$ cat config.mk
export PLATFORM = sky130hd
export DESIGN_NAME = bus_signature_unit
export DESIGN_NICKNAME = d
export VERILOG_FILES = /design/src/rtl/bus_signature_unit.sv
export SDC_FILE = /design/constraint.sdc
export NUM_CORES = 1
export LEC_CHECK = 0
export BUFFER_PORTS_ARGS = -buffer_cell sky130_fd_sc_hd__buf_2
export CAP_MARGIN = 25
export CORE_MARGIN = 3
export CORE_UTILIZATION = 56
export CTS_CLUSTER_DIAMETER = 30
export DETAILED_ROUTE_END_ITERATION = 10
export PLACE_DENSITY = 0.89
export SLEW_MARGIN = 20
export SYNTH_ARGS = -nofsm -noshare
export SYNTH_HDL_FRONTEND = slang
export SYNTH_SLANG_ARGS = --single-unit
$ cat constraint.sdc
create_clock -name clk -period 4.89 [get_ports clk]
set_input_delay 0.2445 -clock clk [delete_from_list [all_inputs] [get_ports clk]]
set_output_delay 0.2445 -clock clk [all_outputs]
set_load 0.1 [all_outputs]
$ cat src/rtl/bus_signature_unit.sv
module bus_signature_unit #(
  parameter int SIG_W = 32,
  parameter int LANES = 8,
  parameter logic [SIG_W-1:0] TAPS = 32'hC000_0401
) (
  input  logic                 clk,
  input  logic                 rst_n,
  input  logic                 dbg_halt,
  input  logic                 xfer_done,
  input  logic                 xfer_wr,
  input  logic                 xfer_err,
  input  logic [LANES-1:0]     xfer_strb,
  input  logic [2*SIG_W-1:0]   bus_rdata,
  input  logic [2*SIG_W-1:0]   bus_wdata,
  input  logic                 reg_we,
  input  logic [2:0]           reg_sel,
  input  logic [SIG_W-1:0]     reg_wdata,
  output logic [SIG_W-1:0]     reg_rdata
);
  localparam int BUS_W  = 2 * SIG_W;
  localparam int LANE_W = BUS_W / LANES;
  localparam logic [2:0] IX_CTRL = 3'd0, IX_STAT = 3'd1, IX_HI = 3'd2, IX_LO = 3'd3,
                         IX_CNT = 3'd4, IX_UHI = 3'd5, IX_ULO = 3'd6;

  logic cnt_en, rd_en, wr_en, terr;
  logic [SIG_W-1:0] sig_hi, sig_lo, cnt;
  logic [BUS_W-1:0] lane_mask, beat;

  function automatic logic [SIG_W-1:0] step(input logic [SIG_W-1:0] cur, input logic [SIG_W-1:0] d);
    return {cur[SIG_W-2:0], 1'b0} ^ ({SIG_W{cur[SIG_W-1]}} & TAPS) ^ d;
  endfunction

  for (genvar g = 0; g < LANES; g++) begin : g_lane
    assign lane_mask[g*LANE_W +: LANE_W] = {LANE_W{xfer_strb[g]}};
  end

  wire rd_hit  = xfer_done & ~xfer_wr & rd_en & ~dbg_halt;
  wire wr_hit  = xfer_done &  xfer_wr & wr_en & ~dbg_halt;
  wire bus_hit = rd_hit | wr_hit;
  assign beat  = (xfer_wr ? bus_wdata : (xfer_err ? '0 : bus_rdata)) & lane_mask;

  wire wr_ctrl = reg_we && reg_sel == IX_CTRL;
  wire init_wr = wr_ctrl && reg_wdata[0];
  wire upd_hi  = reg_we && reg_sel == IX_UHI;
  wire upd_lo  = reg_we && reg_sel == IX_ULO;

  wire [SIG_W-1:0] hi_bus = bus_hit ? step(sig_hi, beat[BUS_W-1:SIG_W]) : sig_hi;
  wire [SIG_W-1:0] lo_bus = bus_hit ? step(sig_lo, beat[SIG_W-1:0]) : sig_lo;
  wire [SIG_W-1:0] hi_nxt = upd_hi ? step(hi_bus, reg_wdata) : hi_bus;
  wire [SIG_W-1:0] lo_nxt = upd_lo ? step(lo_bus, reg_wdata) : lo_bus;
  wire [1:0] cnt_inc = cnt_en ? {1'b0, bus_hit} + {1'b0, upd_lo} : 2'd0;

  always_ff @(posedge clk) begin
    if (init_wr) begin
      sig_hi <= '0;
      sig_lo <= '0;
      cnt    <= '0;
    end else begin
      sig_hi <= (reg_we && reg_sel == IX_HI)  ? reg_wdata : hi_nxt;
      sig_lo <= (reg_we && reg_sel == IX_LO)  ? reg_wdata : lo_nxt;
      cnt    <= (reg_we && reg_sel == IX_CNT) ? reg_wdata : cnt + SIG_W'(cnt_inc);
    end
  end

  always_ff @(posedge clk or negedge rst_n) begin
    if (!rst_n) begin
      {cnt_en, rd_en, wr_en} <= '0;
      terr <= 1'b0;
    end else begin
      if (wr_ctrl) {cnt_en, rd_en, wr_en} <= {reg_wdata[5], reg_wdata[2], reg_wdata[1]};
      if (rd_hit && xfer_err) terr <= 1'b1;
      else if (reg_we && reg_sel == IX_STAT && reg_wdata[0]) terr <= 1'b0;
    end
  end

  always_comb begin
    case (reg_sel)
      IX_CTRL: reg_rdata = SIG_W'({cnt_en, 2'b00, rd_en, wr_en, 1'b0});
      IX_STAT: reg_rdata = SIG_W'(terr);
      IX_HI:   reg_rdata = sig_hi;
      IX_LO:   reg_rdata = sig_lo;
      IX_CNT:  reg_rdata = cnt;
      default: reg_rdata = '0;
    endcase
  end

  // INIT never reads back
  p_init_reads_zero_r8: assert property (@(posedge clk) disable iff (!rst_n)
    reg_sel == IX_CTRL |-> reg_rdata[0] == 1'b0);
  // INIT clears signatures and counter
  p_init_clears_r8: assert property (@(posedge clk) disable iff (!rst_n)
    init_wr |=> (sig_hi == '0 && sig_lo == '0 && cnt == '0));
  // error flag is sticky
  p_terr_sticky_r5: assert property (@(posedge clk) disable iff (!rst_n)
    terr && !(reg_we && reg_sel == IX_STAT && reg_wdata[0]) |=> terr);
  // write errors are not logged
  p_wr_err_unlogged_r5: assert property (@(posedge clk) disable iff (!rst_n)
    !terr && !(xfer_done && !xfer_wr) |=> !terr);
  // disabled reads leave the signatures alone
  p_rd_disabled_r4: assert property (@(posedge clk) disable iff (!rst_n)
    xfer_done && !xfer_wr && !rd_en && !reg_we |=> ($stable(sig_hi) && $stable(sig_lo)));
  // halt freezes bus-driven state
  p_halt_freeze_r9: assert property (@(posedge clk) disable iff (!rst_n)
    dbg_halt && !reg_we |=> ($stable(sig_hi) && $stable(sig_lo) && $stable(cnt)));
  // low update counts once when no beat competes
  p_cnt_low_upd_r6: assert property (@(posedge clk) disable iff (!rst_n)
    upd_lo && cnt_en && !bus_hit |=> cnt == $past(cnt) + SIG_W'(1));
  // high update never counts
  p_cnt_high_upd_r6: assert property (@(posedge clk) disable iff (!rst_n)
    upd_hi && !bus_hit |=> $stable(cnt));
endmodule

After elaboration in Yosys (flattened, before gate mapping)

Cells that the tools add are included.

Output and inout bits: 32
Word-level logic and storage cells: 58
Register bits: 100
Bits of input ports: 178

Eq/ne operators: 6
Muxes and demuxes: 13
Reductions and logical operators: 12
Bitwise operators: 18
Add/subtract/negate cells: 2

Operators by type and width:

| kind                                          | count |
|---|---|
| XOR 32 bit                                    | 8 |
| 2-to-1 mux 32 bit                             | 7 |
| one-hot mux 32 bit (5 select lines)           | 1 |
| 2-to-1 mux 64 bit                             | 2 |
| bitwise AND 64 bit                            | 1 |
| adder 32 x 2 -> 32 bit                        | 1 |
| logical AND 1 bit                             | 10 |
| == test 3 bit, second input constant          | 3 |
| bitwise AND 1 bit                             | 6 |
| == test 3 x 2 -> 1 bit, second input constant | 2 |
| == test 3 x 1 -> 1 bit, second input constant | 1 |
| zero test 3 bit                               | 1 |
| adder 1 x 1 -> 2 bit                          | 1 |
| 2-to-1 mux 1 bit                              | 2 |
| 2-to-1 mux 2 bit                              | 1 |
| NOT 1 bit                                     | 2 |
| nonzero test 2 bit                            | 1 |
| bitwise OR 1 bit                              | 1 |

Longest topological paths before layout

Word-level depth: 10
Gate-level depth with buffers: 18

Worst setup path before layout

No wires, ideal clock.

Path type: input to register
Start point: in reg_sel[0]
End point: reg cnt[28]
Data required time: 4811 ps
Stages on the path: 18
Path buffers: 4
Setup slack: 1148 ps
Arrival time: 3663 ps
Setup time: 79 ps
Path through: clkbuf_1 -> nand2b_1 -> or2_2 -> clkbuf_1 -> inv_1 -> buf_2 -> buf_1 -> ha_1 -> and2_1 -> ha_1 -> inv_1 -> fa_1 -> and3b_1 -> nand3_1 -> or3_4 -> nor3_2 -> xnor2_1 -> a211oi_2

Word-level cells in the longest chain between the ends: 6

RTL lines:

| item                   | line | source |
|---|---|---|
| start, declared        | 16   | `input logic [2:0] reg_sel,` |
| == test 3 bit          | 45   | `wire upd_lo = reg_we && reg_sel == IX_ULO;` |
| logical AND 1 bit      | 45   |  |
| adder 1 x 1 -> 2 bit   | 51   | `wire [1:0] cnt_inc = cnt_en ? {1'b0, bus_hit} + {1'b0, upd_lo} : 2'd0;` |
| 2-to-1 mux 2 bit       | 51   |  |
| adder 32 x 2 -> 32 bit | 61   | `cnt <= (reg_we && reg_sel == IX_CNT) ? reg_wdata : cnt + SIG_W'(cnt_inc);` |
| 2-to-1 mux 32 bit      | 61   |  |
| end signal, assigned   | 61   |  |
| end, declared          | 26   | `logic [SIG_W-1:0] sig_hi, sig_lo, cnt;` |

Parallel ways exist; a longest one is shown, timed or not.
A chain may end at the register's enable or synchronous reset.

Worst setup path in the final report

Start point: in reg_sel[1]
End point: reg cnt[28]

The elaborated chain is that of the path after synthesis.

==> metrics.md <==
| Metric | Value |
|---|---|
| Outcome | `finished clean` |
| ANT nets after route | `0` |
| Final hold violation count | `0` |
| Clock sinks | `100` |
| Ys Warns | `0` |
| Starting Density | `0.581` |
| Nets | `1592` |
| Critical path launch point | `reg_sel[1]` |
| Latest clock arrival within the worst-skew pair | `360 ps` |
| Worst slew pin tran | `1030 ps` |
| Library cells used by synthesis | `57` |
| Largest net degree at the start of global routing | `114` |
| Vias per cell | `6.24` |
| Post-layout util | `0.668` |
| RSZ-0062 raised after global routing | `false` |
| Antenna cells | `0` |
| Gr ovfl total | `0` |
| Hold Path Sink | `sig_lo[0]` |
| Area leader, netlist | `dfxtp_1` |
| GR Util met3 | `0.0673` |
| CP required | `5110 ps` |
| Fmax | `0.271 GHz` |
| Hold WC Path Type | `in -> reg` |
| Commonest cells after routing, fill and taps aside | `208 x buf_2, 187 x nand2_1, 142 x o21ai_0` |
| Clock slew at reported path FFs | `80 ps` |
| Setup ws final | `1210 ps` |
| Multi-input gate area | `6470 um2` |
| Syn avg cell area | `7.03 um2` |
| Syn Nets | `1456` |
| Final setup violation count | `0` |
| Max-cap violations | `0` |
| Buffers on Ports | `209` |
| Critical path launch point type | `primary input` |
| Worst Skew | `12.3 ps` |
| Die height | `132 um` |
| FP Rows | `45` |
| EDFF count, synth | `0` |
| Top cells by area, synth | `dfxtp_1 21%, o21ai_0 7.9%, nand2_1 7.9%, mux2i_1 5.6%, xor2_1 5.4%` |
| DRC viols | `0` |
| Number of buffers created by CTS | `9` |
| Post-CTS Setup Bufs | `0` |
| Initial antenna violation count | `1` |
| Total number of vias | `10100` |
| Power Density | `396 nW/um2` |
| CTS H-Tree Depth | `3` |
| Crit-path max FO | `34` |
| P_leak | `0.00415 uW` |
| Grt met2 use | `0.536` |
| Register area | `2020 um2` |
| DP Area | `9950 um2` |
| Critical R2R Launch | `rd_en` |
| Synth Cell Area | `8960 um2` |
| Critical path arrival | `3900 ps` |
| Max-slew violations | `0` |
| Tcrit/Tclk final | `0.753` |
| Asr flop ratio synth | `0.0400` |
| Synth Register Bits | `100` |
| 1st-iter DRT viols | `1197` |
| Tot Pwr | `4080 uW` |
| Vias in the first global route | `9198` |
| Core area | `15400 um2` |
| First-pass GRT wire length | `47700 um` |
| Wire per inst | `19.1 um` |
| Routed wire length | `31100 um` |
| CTS max path bufs | `2` |
| Ratio of cells with drive above 1 in the final layout | `0.215` |
| Met1 GRT Util | `0.410` |
| Top-area cell type share of the netlist area | `0.215` |
| Relative slew slack | `0.312` |
| Hold wc startpoint | `reg_wdata[0]` |
| Reg2reg setup slack | `1240 ps` |
| Io pins | `210` |
| Placed wire-length estimate | `22100 um` |
| Synthesized instance count | `1274` |
| Hold depth | `3` |
| Sequential share of the synthesized area | `0.226` |
| Layout fillers | `1330` |
| Die area | `17600 um2` |
| Tmin final | `3680 ps` |
| Die width | `132 um` |
| Fin Setup TNS | `0 ps` |
| Busiest grt layer | `met2` |
| Area grow syn2layout | `15.0%` |
| Top_reg_cell synth | `dfxtp_1` |
| CP Capture Type | `flop` |
| R2R depth | `14` |
| Final Cell Area | `10300 um2` |
| Maximum VDD drop | `0.000250 V` |
| Root Driver | `clkbuf_16` |
| GRT Resource Usage Total | `0.335` |
| WS Path Type | `in -> reg` |
| Drt pass-1 iters | `6` |
| Commonest non-fill, non-tap cell in the layout | `buf_2` |
| CTS tree | `yes` |
| Global placement routability congestion | `0.938` |
| Pre-CTS WS | `894 ps` |
| Reg-to-reg endpoint | `cnt[28]` |
metal layers:
layer | vias up | routed length [um]
met2 | 630 | 14100
met1 | 4609 | 11600
li1 | 4792 | -
met5 | - | 13
met3 | 114 | 3220
met4 | 2 | 2120
synthesized netlist by cell type, drive strengths merged (13+ instances only):
master  count
nand3      33
xor2       55
clkbuf     75
dfxtp      96
nor3       22
xnor2      29
mux2i      50
a31oi      72
and2       61
nand2     188
a21oi      25
and3       19
or2        43
nor3b      55
o21ai     142
a211oi     31
nor2       94
buf        25
or3        13
a22oi      48
metrics by stage:
step                      std cells  hold slack [ps]
after floorplan                1274            -51.1
after global placement         1608             63.5
after detailed placement       1608             61.3
after CTS                      1625              202
after global routing           1626              228
final                          1626              209
sequential cells by signal (all words and copies together) (netlist names):
name,cells
terr,1
rd_en,1
cnt_en,1
sig_hi,32
sig_lo,32
wr_en,1
cnt,32
critical path: stages:
cell,delay (ps)
buf_2,200
nand2_1,160
or2_2,640
inv_1,140
ha_1,320
and2_1,120
ha_1,160
inv_1,60
fa_1,420
and3b_1,320
nand3_1,230
or3_4,460
nor3_2,180
xnor2_1,160
a211oi_2,90
layout make-up:
type	count	area share
multi-input cells	1061	0.628
flip-flops and latches	100	0.196
repair buffers	225	0.116
well taps	211	0.0256
clock buffers	10	0.0222
clock inverters	6	0.00777
inverters	13	0.00474
cell families after synthesis:
logic type      share of synthesized area
simple gates                        0.333
buf+inv                            0.0545
xor+xnor                           0.0821
fa+ha+maj                         0.00643
mux                                0.0622
compound gates                      0.236
flops                               0.226
worst max-delay path by stage:
stage	endpoint	slack (ps)	depth (start not counted)
2_1_floorplan	cnt[28]	1150	18
4_1_cts	cnt[28]	1240	14
3_5_place_dp	cnt[30]	890	15
5_1_grt	cnt[26]	940	15
3_3_place_gp	cnt[28]	980	15
6_report	cnt[28]	1210	15
timing repair:
action	CTS	global route
hold buffers	1	0
hold endpoints to repair	4	0
resized for setup	0	0
report_power, final:
part	leakage [uW]	internal [uW]	switching [uW]
sequential	0.000854	1110	353
combinational	0.00314	683	1150
clock	0.000156	446	341
(Power assumes the default switching activity.)
